File: src/rtl/boot_led_pkg.sv
package boot_led_pkg;

    typedef enum logic [1:0] {
        ST_CAPTURE  = 2'd0,
        ST_NO_POWER = 2'd1,
        ST_HOLD     = 2'd2,
        ST_RUN      = 2'd3
    } led_state_e;

    localparam logic [3:0] SEL_PHY0 = 4'b0001;
    localparam logic [3:0] SEL_PHY1 = 4'b0010;
    localparam logic [3:0] SEL_PHY2 = 4'b0011;
    localparam logic [3:0] SEL_GPIO = 4'b0100;
    localparam logic [3:0] SEL_RTC  = 4'b0101;
    localparam logic [3:0] SEL_OFF  = 4'b0110;
    localparam logic [3:0] SEL_ON   = 4'b0111;

    typedef struct packed {
        logic [2:0] phy;
        logic       gpio;
        logic       rtc;
    } led_src_t;

endpackage

File: src/rtl/led_blink_gen.sv
module led_blink_gen #(
    parameter int TICK_CYCLES = 1562500
) (
    input  logic clk,
    input  logic por_n,
    output logic blink_4hz,
    output logic blink_1hz,
    output logic blink_nopwr
);
    localparam int CNT_W   = (TICK_CYCLES > 1) ? $clog2(TICK_CYCLES) : 1;
    localparam int PHASE_W = 5;
    localparam logic [CNT_W-1:0] PRE_LAST = CNT_W'(TICK_CYCLES - 1);

    logic [CNT_W-1:0]   pre_q;
    logic [PHASE_W-1:0] phase_q;

    always_ff @(posedge clk or negedge por_n) begin
        if (!por_n) begin
            pre_q   <= '0;
            phase_q <= '0;
        end else if (pre_q == PRE_LAST) begin
            pre_q   <= '0;
            phase_q <= phase_q + 1'b1;
        end else begin
            pre_q   <= pre_q + 1'b1;
        end
    end

    // 4 ticks per period, 16 per period, and 4 of 32 on
    assign blink_4hz   = ~phase_q[1];
    assign blink_1hz   = ~phase_q[3];
    assign blink_nopwr = (phase_q[4:2] == 3'b000);

endmodule

File: src/rtl/led_state_fsm.sv
module led_state_fsm
    import boot_led_pkg::*;
(
    input  logic       clk,
    input  logic       por_n,
    input  logic       pwr_en,
    input  logic       rst_in_n,
    input  logic       pg_all,
    input  logic       pon_done,
    input  logic       boot_pin,
    output led_state_e state,
    output logic       boot_sd
);
    led_state_e state_q, state_d, pick;
    logic       hold_cond;

    assign hold_cond = !(pwr_en && rst_in_n && pg_all && pon_done);
    assign pick = !pwr_en  ? ST_NO_POWER :
                  hold_cond ? ST_HOLD     : ST_RUN;

    always_ff @(posedge clk or negedge por_n) begin
        if (!por_n) state_q <= ST_CAPTURE;
        else        state_q <= state_d;
    end

    always_comb begin
        unique case (state_q)
            ST_CAPTURE:  state_d = pick;   // strap sampled, leave capture
            ST_NO_POWER: state_d = pick;   // power back -> HOLD or RUN
            ST_HOLD:     state_d = pick;   // reset released -> RUN
            ST_RUN:      state_d = pick;   // power low / reset -> leave
        endcase
    end

    always_ff @(posedge clk or negedge por_n) begin
        if (!por_n)                    boot_sd <= 1'b0;
        else if (state_q == ST_CAPTURE) boot_sd <= !boot_pin;
    end

    assign state = state_q;

endmodule

File: src/rtl/led_src_mux.sv
module led_src_mux
    import boot_led_pkg::*;
(
    input  logic [3:0] sel,
    input  led_src_t   src,
    input  logic       dflt,
    output logic       led
);
    always_comb begin
        case (sel)
            SEL_PHY0: led = src.phy[0];
            SEL_PHY1: led = src.phy[1];
            SEL_PHY2: led = src.phy[2];
            SEL_GPIO: led = src.gpio;
            SEL_RTC:  led = src.rtc;
            SEL_OFF:  led = 1'b0;
            SEL_ON:   led = 1'b1;
            default:  led = dflt;
        endcase
    end

endmodule

File: src/rtl/boot_led_driver.sv
module boot_led_driver
    import boot_led_pkg::*;
#(
    parameter int CLK_HZ          = 25000000,
    parameter int SIM_TICK_CYCLES = 0
) (
    input  logic       clk,
    input  logic       por_n,
    input  logic       pwr_en,
    input  logic       rst_in_n,
    input  logic       pg_all,
    input  logic       pon_done,
    input  logic       boot_pin,
    input  logic       wdt_en,
    input  logic       wdt_bit,
    input  logic [2:0] phy_led,
    input  logic       gpio_in,
    input  logic       rtc_irq,
    input  logic [3:0] sel_green,
    input  logic [3:0] sel_red,
    output logic       led_green,
    output logic       led_red
);
    localparam int TICK_CYCLES = (SIM_TICK_CYCLES > 0) ? SIM_TICK_CYCLES : CLK_HZ / 16;
    localparam int N_LED = 2;   // index 0 green, 1 red

    led_state_e state;
    logic       boot_sd;
    logic       b4, b1, bnp, boot_blink;
    led_src_t   src;
    logic [N_LED-1:0] mux_out;
    logic [N_LED-1:0] dflt;
    logic [3:0]       sel [N_LED];

    led_blink_gen #(.TICK_CYCLES(TICK_CYCLES)) u_blink (
        .clk(clk), .por_n(por_n),
        .blink_4hz(b4), .blink_1hz(b1), .blink_nopwr(bnp)
    );

    led_state_fsm u_fsm (
        .clk(clk), .por_n(por_n), .pwr_en(pwr_en), .rst_in_n(rst_in_n),
        .pg_all(pg_all), .pon_done(pon_done), .boot_pin(boot_pin),
        .state(state), .boot_sd(boot_sd)
    );

    assign boot_blink = boot_sd ? b1 : b4;
    assign src        = '{phy: phy_led, gpio: gpio_in, rtc: rtc_irq};
    assign dflt       = {boot_blink, gpio_in};
    assign sel[0]     = sel_green;
    assign sel[1]     = sel_red;

    for (genvar i = 0; i < N_LED; i++) begin : g_mux
        led_src_mux u_mux (
            .sel(sel[i]), .src(src), .dflt(dflt[i]), .led(mux_out[i])
        );
    end

    always_comb begin
        unique case (state)
            ST_CAPTURE:  begin led_green = 1'b1; led_red = 1'b1;  end
            ST_NO_POWER: begin led_green = 1'b1; led_red = bnp;   end
            ST_HOLD:     begin led_green = 1'b1; led_red = 1'b1;  end
            ST_RUN:      begin
                led_green = wdt_en ? wdt_bit : mux_out[0];
                led_red   = mux_out[1];
            end
        endcase
    end

endmodule

File: config.mk
export PLATFORM = sky130hd
export DESIGN_NAME = boot_led_driver
export DESIGN_NICKNAME = d
export VERILOG_FILES = /design/src/rtl/boot_led_pkg.sv /design/src/rtl/led_blink_gen.sv /design/src/rtl/led_state_fsm.sv /design/src/rtl/led_src_mux.sv /design/src/rtl/boot_led_driver.sv
export SDC_FILE = /design/constraint.sdc
export NUM_CORES = 1
export LEC_CHECK = 0
export BUFFER_PORTS_ARGS = -buffer_cell sky130_fd_sc_hd__buf_2
export CORE_ASPECT_RATIO = 0.8
export CORE_UTILIZATION = 39
export CTS_BUF_LIST = sky130_fd_sc_hd__clkbuf_8 sky130_fd_sc_hd__clkbuf_16
export CTS_CLUSTER_DIAMETER = 40
export DETAILED_ROUTE_END_ITERATION = 7
export PLACE_DENSITY = 0.67
export RECOVER_POWER = 25
export SYNTH_ARGS = -nofsm -noshare
export SYNTH_HDL_FRONTEND = slang
export SYNTH_SLANG_ARGS = --single-unit
File: constraint.sdc
create_clock -name clk -period 2.71 [get_ports clk]
set_clock_uncertainty 0.05 [all_clocks]
set_input_delay 0.542 -clock clk [delete_from_list [all_inputs] [get_ports clk]]
set_output_delay 0.542 -clock clk [all_outputs]
set_load 0.05 [all_outputs]
# --- Word level (Yosys, flattened, before mapping) ---
# Cells that the tools add are included.
# Widths: inputs -> output; s select.
totals:
  register_bits: 29
  wordCells: 44
  input_bits: 22
op_classes:
  reduce_logical: 9
  bitwise: 2
  addsub: 2
  mux: 10
  n_eq_ne: 17
ops:
  columns: ["cell", "n"]
  rows:
  - ["$eq 4x3->1 const B", 7]
  - ["$add 21x1->21 const B", 1]
  - ["$eq 21x21->1 const B", 1]
  - ["$mux 21", 1]
  - ["$eq 4x2->1 const B", 4]
  - ["$eq 4x1->1 const B", 2]
  - ["$pmux 1 s7", 1]
  - ["$pmux 1 s6", 1]
  - ["$add 5x1->5 const B", 1]
  - ["$eq 2x2->1 const B", 2]
  - ["$mux 2", 2]
  - ["$reduce_or 4->1", 1]
  - ["$logic_and 1x1->1", 3]
  - ["$logic_not 3->1", 1]
  - ["$mux 1", 3]
  - ["$pmux 1 s3", 1]
  - ["$reduce_or 3->1", 1]
  - ["$eq 2x1->1 const B", 1]
  - ["$logic_not 2->1", 1]
  - ["$not 1->1", 2]
  - ["$pmux 1 s2", 1]
  - ["$reduce_or 2->1", 1]
  - ["$logic_not 1->1", 1]

# --- Longest topological paths before layout ---
# Gate-level depths: netlist of run 1.
depth:
  word_depth: 6
  ltp_mapped: 7

# --- Cells and area by module ---
# A second synthesis of run 1 with hierarchy kept.
unflattened:
  cells_unflattened: 161
  area_unflattened_um2: 1589.0
modules_own_cells:
  columns: ["mod", "cells_per_inst", "seq_area_each_um2", "area_per_inst_um2", "instances"]
  rows:
  - ["led_blink_gen", 123, 650.6, 1306.3, 1]
  - ["led_src_mux", 13, 0.0, 71.3, 2]
  - ["led_state_fsm", 7, 75.1, 96.3, 1]
  - ["boot_led_driver", 5, 0.0, 43.8, 1]

# --- Worst setup path after synthesis of run 1 ---
# Ideal clock, no wire load.
synth_path:
  path_type: "input port to output port"
  startpoint: "input port sel_green[2]"
  endpoint: "output port led_green"
  arrival_time_ns: 1.997
  cell_stages: 4
  slack_ns: 0.121
  path_buffers: 0
  cell_sequence: "nand2b_1 -> nand3b_1 -> a221oi_1 -> o31ai_1"
synth_between:
  elab_chain_len: 4
  word_cells_on_any_way: 9
synth_rtl:
  columns: ["element", "line_no", "rtl"]
  rows:
  - ["start: declaration", "boot_led_driver.sv:19", "input logic [3:0] sel_green,"]
  - ["$eq 4x3->1, or another cell as far along", "led_src_mux.sv:10", "case (sel)"]
  - ["$pmux 1 s6 *", "led_src_mux.sv:10", null]
  - ["$mux 1 *", "boot_led_driver.sv:64", "led_green = wdt_en ? wdt_bit : mux_out[0];"]
  - ["$pmux 1 s2 *", "boot_led_driver.sv:59", "unique case (state)"]
  - ["end: declaration", "boot_led_driver.sv:21", "output logic led_green,"]
# Mark *: on every way between the ends. The rest lies on a longest branch, timed or not.

# --- Final worst setup path of run 1 ---
layout_path:
  startpoint: "input port sel_red[1]"
  endpoint: "output port led_red"
layout_between:
  elab_chain_len: 3
  word_cells_on_any_way: 9
layout_rtl:
  columns: ["element", "line_no", "rtl"]
  rows:
  - ["start: declaration", "boot_led_driver.sv:20", "input logic [3:0] sel_red,"]
  - ["$eq 4x3->1, or another cell as far along", "led_src_mux.sv:10", null]
  - ["$pmux 1 s7 *", "led_src_mux.sv:10", null]
  - ["$pmux 1 s3 *", "boot_led_driver.sv:59", null]
  - ["end: declaration", "boot_led_driver.sv:22", "output logic led_red"]
# Marked as above.

==> metrics.cfg, run 1 <==
[critical_path]
crit_path_start_kind=primary input
cp_max_fo=5
reg2regPathDepth=6
arrival_ns=1.61
critPathCaptureType=output port
critPathKind=primary input to output port
worstPathRequired_ns=2.12

[global_route]
grt_util_met3=0.0548
grt.total_usage=0.163
antenna_found_initial=0
grt_max_degree=30
use_met2=0.250
grt_pass1_vias=1201
grt_pass1_wl_um=5290
met1_usage=0.214
grt_overflow=0
grt_busiest_layer=met2

[die]
num_rows=20
fp.dieArea_um2=4290
die_h_um=58.8
core_um2=3830
die_w_um=73
boundaryPins=24
start_util=0.411

[power]
ir_worst_vdd_uv=265
p_sw_uw=189
pwr-share-seq=0.502
p_comb_frac=0.063
p_int_uw=688
p_clk_frac=0.436
power.leakage_nw=0.800
switching_share=0.216
p_per_area_nw_per_um2=479

[drt]
dr.pass1.iters=4
drt_iter0_markers=68
wl_um=3080
wl_per_cell_um=12.9
drt-vias-per-instance=5.15
drc=0
drtAntennaViolNets=0
dr_total_vias=1226

[clock_network]
path_clk_slew_ns=0.06
clock_sinks=29
clock_path_buffers=2
clk_latency_ns=0.28
cts_setup_buffers=0
cts_tree=built
cts-root-buf=clkbuf_8
cts_resized=0
cts_made_buffers=5
htreeDepth=2
hold_buffers=0

[run]
cap_violations=0

[timing]
hold_viol=0
fin_ws_ns=0.508
drv_slew=0
period_share=0.813
setup_tns_ns=0
finalSetupViolCount=0
grt_setup_unrepaired=no
max-slew-margin-rel=0.0179
min_period_ns=2.20
worstMarginPinSlew_ns=1.47
max_freq_ghz=0.454

[synth]
synth-edff-count=0
synthCells=155
synthesis.nets=179
synth_flop_cell=dfrtp_1
synth_area_per_cell_um2=10.1
ys_types=41
syn_area_um2=1570
synth-async-reset-ratio=1.00
ys_ff_latch=29
synth_warnings=0
synth.yosys.seq_area_share=0.461

[cells_and_area]
layout_common_cells=dfrtp_1, nor2_1, buf_2
multi_input_area_um2=805
syn2layout_area_growth_pct=16.5
drive_above_1_share=0.219
layout_commonest_cell=dfrtp_1
regArea_um2=726
finalInstanceArea_um2=1830
num_antenna_cells=0
final_nets=206
n_fill_cell=367

[min_path]
hold_path_depth=1
hold_class=primary input to register

[place]
dpl.hpwl_um=2360
io_buffers=23
place_worst_setup_slack_ns=0.514
place_area_um2=1730
gp_congestion=0.747

[outcome]
status=completed

critical path, stage by stage:
cell	delay (ns)
buf_2	0.13
o211ai_1	0.18
o31ai_1	0.10
o311ai_0	0.33
nand3_1	0.11
buf_2	0.22
per-stage QoR:
step           std cells   util  hold WS, ns  total power [mW]
5_1_grt              238  0.479        0.323             0.921
3_3_place_gp         230  0.453        0.421             0.502
4_1_cts              238  0.479        0.243             0.894
3_5_place_dp         230  0.453        0.421             0.504
6_report             238  0.479        0.338             0.877
2_1_floorplan        155      -        0.196             0.471
final timing paths:
path | slack, ns | end | start
min reg2reg | 0.43 | u_blink.phase_q[4] | u_blink.phase_q[4]
max reg2reg | 0.59 | u_blink.phase_q[0] | u_blink.pre_q[0]
max in group asynchronous | 1.19 | u_blink.phase_q[2] | por_n
min | 0.34 | u_fsm.state[1] | pwr_en
min in group asynchronous | 0.56 | u_blink.pre_q[13] | por_n
max | 0.51 | led_red | sel_red[1]
area by class of cell:
class | instances | share of cell area
clock buffers | 7 | 0.0526
flip-flops and latches | 29 | 0.396
well taps | 55 | 0.0375
inverters | 3 | 0.00614
multi-input cells | 119 | 0.439
clock inverters | 1 | 0.00273
repair buffers | 24 | 0.0662
power groups by stage:
stage	Sequential [mW]	Clock, mW	Combinational (mW)
after detailed placement	0.448	0	0.0564
after global routing	0.441	0.419	0.0614
after CTS	0.440	0.398	0.0562
after floorplan	0.447	0	0.0237
final	0.440	0.382	0.0551
after global placement	0.448	0	0.0539
cells in the mapped netlist, types with 2 or more instances:
cell type | n | area (um2)
and2_1 | 2 | 12.5
a21oi_1 | 4 | 20.0
dfrtp_1 | 29 | 726
nand4_1 | 5 | 31.3
nor3_1 | 4 | 20.0
o31ai_1 | 2 | 15.0
ha_1 | 2 | 25.0
nand3_1 | 12 | 60.1
nor4_1 | 5 | 31.3
nand2b_1 | 2 | 12.5
nor2b_1 | 3 | 18.8
inv_1 | 3 | 11.3
buf_6 | 2 | 22.5
xnor2_1 | 17 | 149
xor2_1 | 3 | 26.3
nor2_1 | 22 | 82.6
nand4_4 | 2 | 42.5
and3_1 | 3 | 18.8
nand2_1 | 11 | 41.3
cells by family after synthesis:
| group | synth area share |
|---|---|
| AOI/OAI and AO/OA | 0.0708 |
| xor gates and xnor gates | 0.111 |
| adders and majority gates | 0.0159 |
| buffers and inverters | 0.0270 |
| DFF | 0.461 |
| muxes | 0.0135 |
| and+or+nand+nor | 0.300 |
sequential cells by signal, summed over array words and instances, names as in the netlist:
signal / count
u_fsm.state: 2
u_blink.pre_q: 21
u_blink.phase_q: 5
u_fsm.boot_sd: 1
layer usage:
| metal | up-vias | routed length [um] |
|---|---|---|
| met1 | 602 | 1440 |
| met2 | 10 | 1510 |
| met3 | 2 | 110 |
| met4 | 0 | 24 |
| li1 | 612 | - |
| met5 | - | 0 |
Power figures use the tool's default switching activity.
==> run 2, diff against run 1 <==
--- a/config.mk
+++ b/config.mk
@@ -5,6 +5,7 @@
 export SDC_FILE = /design/constraint.sdc
 export NUM_CORES = 1
 export LEC_CHECK = 0
+export ABC_AREA = 1
 export BUFFER_PORTS_ARGS = -buffer_cell sky130_fd_sc_hd__buf_2
 export CORE_ASPECT_RATIO = 0.8
 export CORE_UTILIZATION = 39
==> constraint.sdc (replaced) <==
create_clock -name clk -period 2.3 [get_ports clk]
set_clock_uncertainty 0.05 [all_clocks]
set_input_delay 0.46 -clock clk [delete_from_list [all_inputs] [get_ports clk]]
set_output_delay 0.46 -clock clk [all_outputs]
set_load 0.05 [all_outputs]
==> metrics.cfg, run 2 <==
[outcome]
status=finished, violations left
violations=max-capacitance violations, max-slew violations

[drt]
wl_per_cell_um=11.3  ; -13%
drc=0  ; unchanged
dr_total_vias=1613  ; +32%
wl_um=3860  ; +26%
drt_iter0_markers=128  ; +88%
drt-vias-per-instance=4.70  ; -8.7%
dr.pass1.iters=4  ; unchanged
drtAntennaViolNets=0  ; unchanged

[die]
start_util=0.406  ; -0.00498
boundaryPins=24  ; unchanged
num_rows=22  ; +10%
die_h_um=63.7  ; +8.3%
fp.dieArea_um2=5040  ; +17%
die_w_um=79.1  ; +8.3%
core_um2=4570  ; +19%

[power]
p_clk_frac=0.485  ; +0.049
p_sw_uw=242  ; +28%
power.leakage_nw=1.06  ; +32%
ir_worst_vdd_uv=300  ; +13%
p_comb_frac=0.058  ; -0.005
p_int_uw=891  ; +30%
switching_share=0.214  ; -0.00201
pwr-share-seq=0.457  ; -0.045
p_per_area_nw_per_um2=527  ; +10%

[synth]
synthCells=254  ; +64%
syn_area_um2=1850  ; +18%
synthTopCellsByArea=dfrtp_1, nand2_1, nor2_1
synth_flop_cell=dfrtp_1
synthesis.nets=278  ; +55%
synth.yosys.seq_area_share=0.391  ; -0.0701
synth_warnings=0  ; unchanged
synth_area_per_cell_um2=7.30  ; -28%
synthTopCellsByCount=nand2_1, nor2_1, inv_1
ys_ff_latch=29  ; unchanged
ys_types=26  ; -37%
synth-edff-count=0  ; unchanged
synth-async-reset-ratio=1.00  ; unchanged
yosysMostFrequentCell=nand2_1
synth_area_leader_cell=dfrtp_1
synth_top_area_share=0.391  ; -0.0701

[critical_path]
critPathKind=register to output port
critPathCaptureType=output port
crit_end=led_red
critPathBufInv=1  ; -1
cpPeakStageDelay_ns=0.43  ; +0.10 ns
cp-startpoint=u_blink.phase_q[3]
r2r_end=u_blink.pre_q[18]
cp.depth=4  ; -2
worstPathCellList=o31ai_1 > nand2_1 > nand2_1 > buf_2
crit_path_start_kind=register
r2r_slack_ns=0.74  ; +0.15 ns
r2r-start=u_blink.pre_q[0]
worstPathRequired_ns=1.79  ; -0.33 ns
cp_max_fo=5  ; unchanged
cp_common_cell=nand2_1
critPathSlowestCell=dfrtp_1
reg2regPathDepth=9  ; +3
cp_top_family=flip-flops
arrival_ns=1.37  ; -0.24 ns

[clock_network]
hold_buffers=0  ; unchanged
cts_setup_buffers=0  ; unchanged
clk_latency_ns=0.29  ; about the same
clock_sinks=29  ; unchanged
cts-root-buf=clkbuf_8
clock_path_buffers=2  ; unchanged
path_clk_slew_ns=0.06  ; about the same
cts_tree=built
htreeDepth=2  ; unchanged
cts_resized=0  ; unchanged
cts_made_buffers=5  ; unchanged

[timing]
setup_tns_ns=0  ; unchanged
hold_viol=0  ; unchanged
finalSetupViolCount=0  ; unchanged
worstMarginPinSlew_ns=1.50  ; +0.0295 ns
fin_ws_ns=0.420  ; -0.0886 ns
grt_setup_unrepaired=no
max-slew-margin-rel=-0.00173  ; -0.0196
drv_slew=29  ; +29
max_freq_ghz=0.532
period_share=0.818
min_period_ns=1.88

[global_route]
grt_overflow=0  ; unchanged
grt_max_degree=30  ; unchanged
grt_busiest_layer=met1
grt_pass1_wl_um=7000  ; +32%
grt_pass1_vias=1524  ; +27%
met1_usage=0.271  ; +0.0568
use_met2=0.250  ; unchanged
antenna_found_initial=0  ; unchanged
grt.total_usage=0.185  ; +0.0223
grt_util_met3=0.0609  ; +0.00608

[cells_and_area]
layout_commonest_cell=nand2_1
fin_cells=343  ; +44%
multi_input_area_um2=988  ; +23%
largest_register_ffs=21  ; unchanged
final_core_util=0.471  ; -0.00806
final_nets=306  ; +49%
drive_above_1_share=0.208  ; -0.0101
regMostFlops=u_blink.pre_q
n_fill_cell=472  ; +29%
layout_common_cells=nand2_1, nor2_1, inv_1
num_antenna_cells=0  ; unchanged
syn2layout_area_growth_pct=16.0
regArea_um2=726  ; unchanged

[place]
gp_congestion=0.888  ; +19%
placedCellCount=335  ; +46%
dpl.hpwl_um=3040  ; +29%
io_buffers=23  ; unchanged
place_worst_setup_slack_ns=0.464  ; -0.0500 ns

[run]
cap_violations=1  ; +1

[min_path]
hold_class=primary input to register

run 2: cell types whose count changed after synthesis, moves of 6 or more:
| cell | before | now |
|---|---|---|
| o21ai_0 | 1 | 9 |
| nand2_1 | 11 | 56 |
| nor2_1 | 22 | 43 |
| nor2_2 | 1 | 7 |
| a21oi_1 | 4 | 10 |
| nand2_2 | 0 | 10 |
| xnor2_1 | 17 | 3 |
| inv_1 | 3 | 32 |
run 2: area by class of cell:
type                    count  area share
well taps                  60      0.0349
inverters                  34      0.0593
repair buffers             23      0.0529
multi-input cells         189       0.460
clock buffers               6      0.0384
flip-flops and latches     29       0.337
clock inverters             2      0.0175
run 2: routing by layer:
metal,vias to the layer above,share of wire
met4,0,0.015
met5,-,0
met1,725,0.53
met3,4,0.051
li1,852,-
met2,32,0.40
run 2: power groups by stage:
| stage | sequential, mW | clock [mW] | combinational [mW] |
|---|---|---|---|
| 6_report | 0.518 | 0.550 | 0.0658 |
| 3_5_place_dp | 0.528 | 0 | 0.0667 |
| 5_1_grt | 0.519 | 0.588 | 0.0771 |
| 2_1_floorplan | 0.527 | 0 | 0.0289 |
| 3_3_place_gp | 0.528 | 0 | 0.0659 |
| 4_1_cts | 0.518 | 0.567 | 0.0671 |
run 2: cell families after synthesis:
family / synth area share
flip-flops: 0.391
adder cells (fa/ha/maj): 0.0135
AO/OA/AOI/OAI: 0.0661
AND/OR/NAND/NOR: 0.401
buffers and inverters: 0.0756
XOR/XNOR: 0.0520
run 2: worst min path at each step:
stage / from / end / slack [ns] / cells after the start
after global routing: pwr_en / u_fsm.state[1] / 0.23 / 1
after global placement: u_blink.pre_q[0] / u_blink.pre_q[0] / 0.44 / 1
final: pwr_en / u_fsm.state[1] / 0.24 / 1
after floorplan: por_n / u_blink.phase_q[0] / 0.11 / 0
after CTS: por_n / u_blink.phase_q[2] / 0.16 / 1
after detailed placement: u_blink.phase_q[0] / u_blink.phase_q[0] / 0.45 / 1
run 2: stage by stage:
step	instance area, um2	hold WS (ns)	total power [mW]
6_report	2150	0.241	1.13
5_1_grt	2150	0.228	1.18
4_1_cts	2150	0.161	1.15
3_5_place_dp	2030	0.446	0.595
3_3_place_gp	2030	0.439	0.594
2_1_floorplan	1850	0.114	0.556
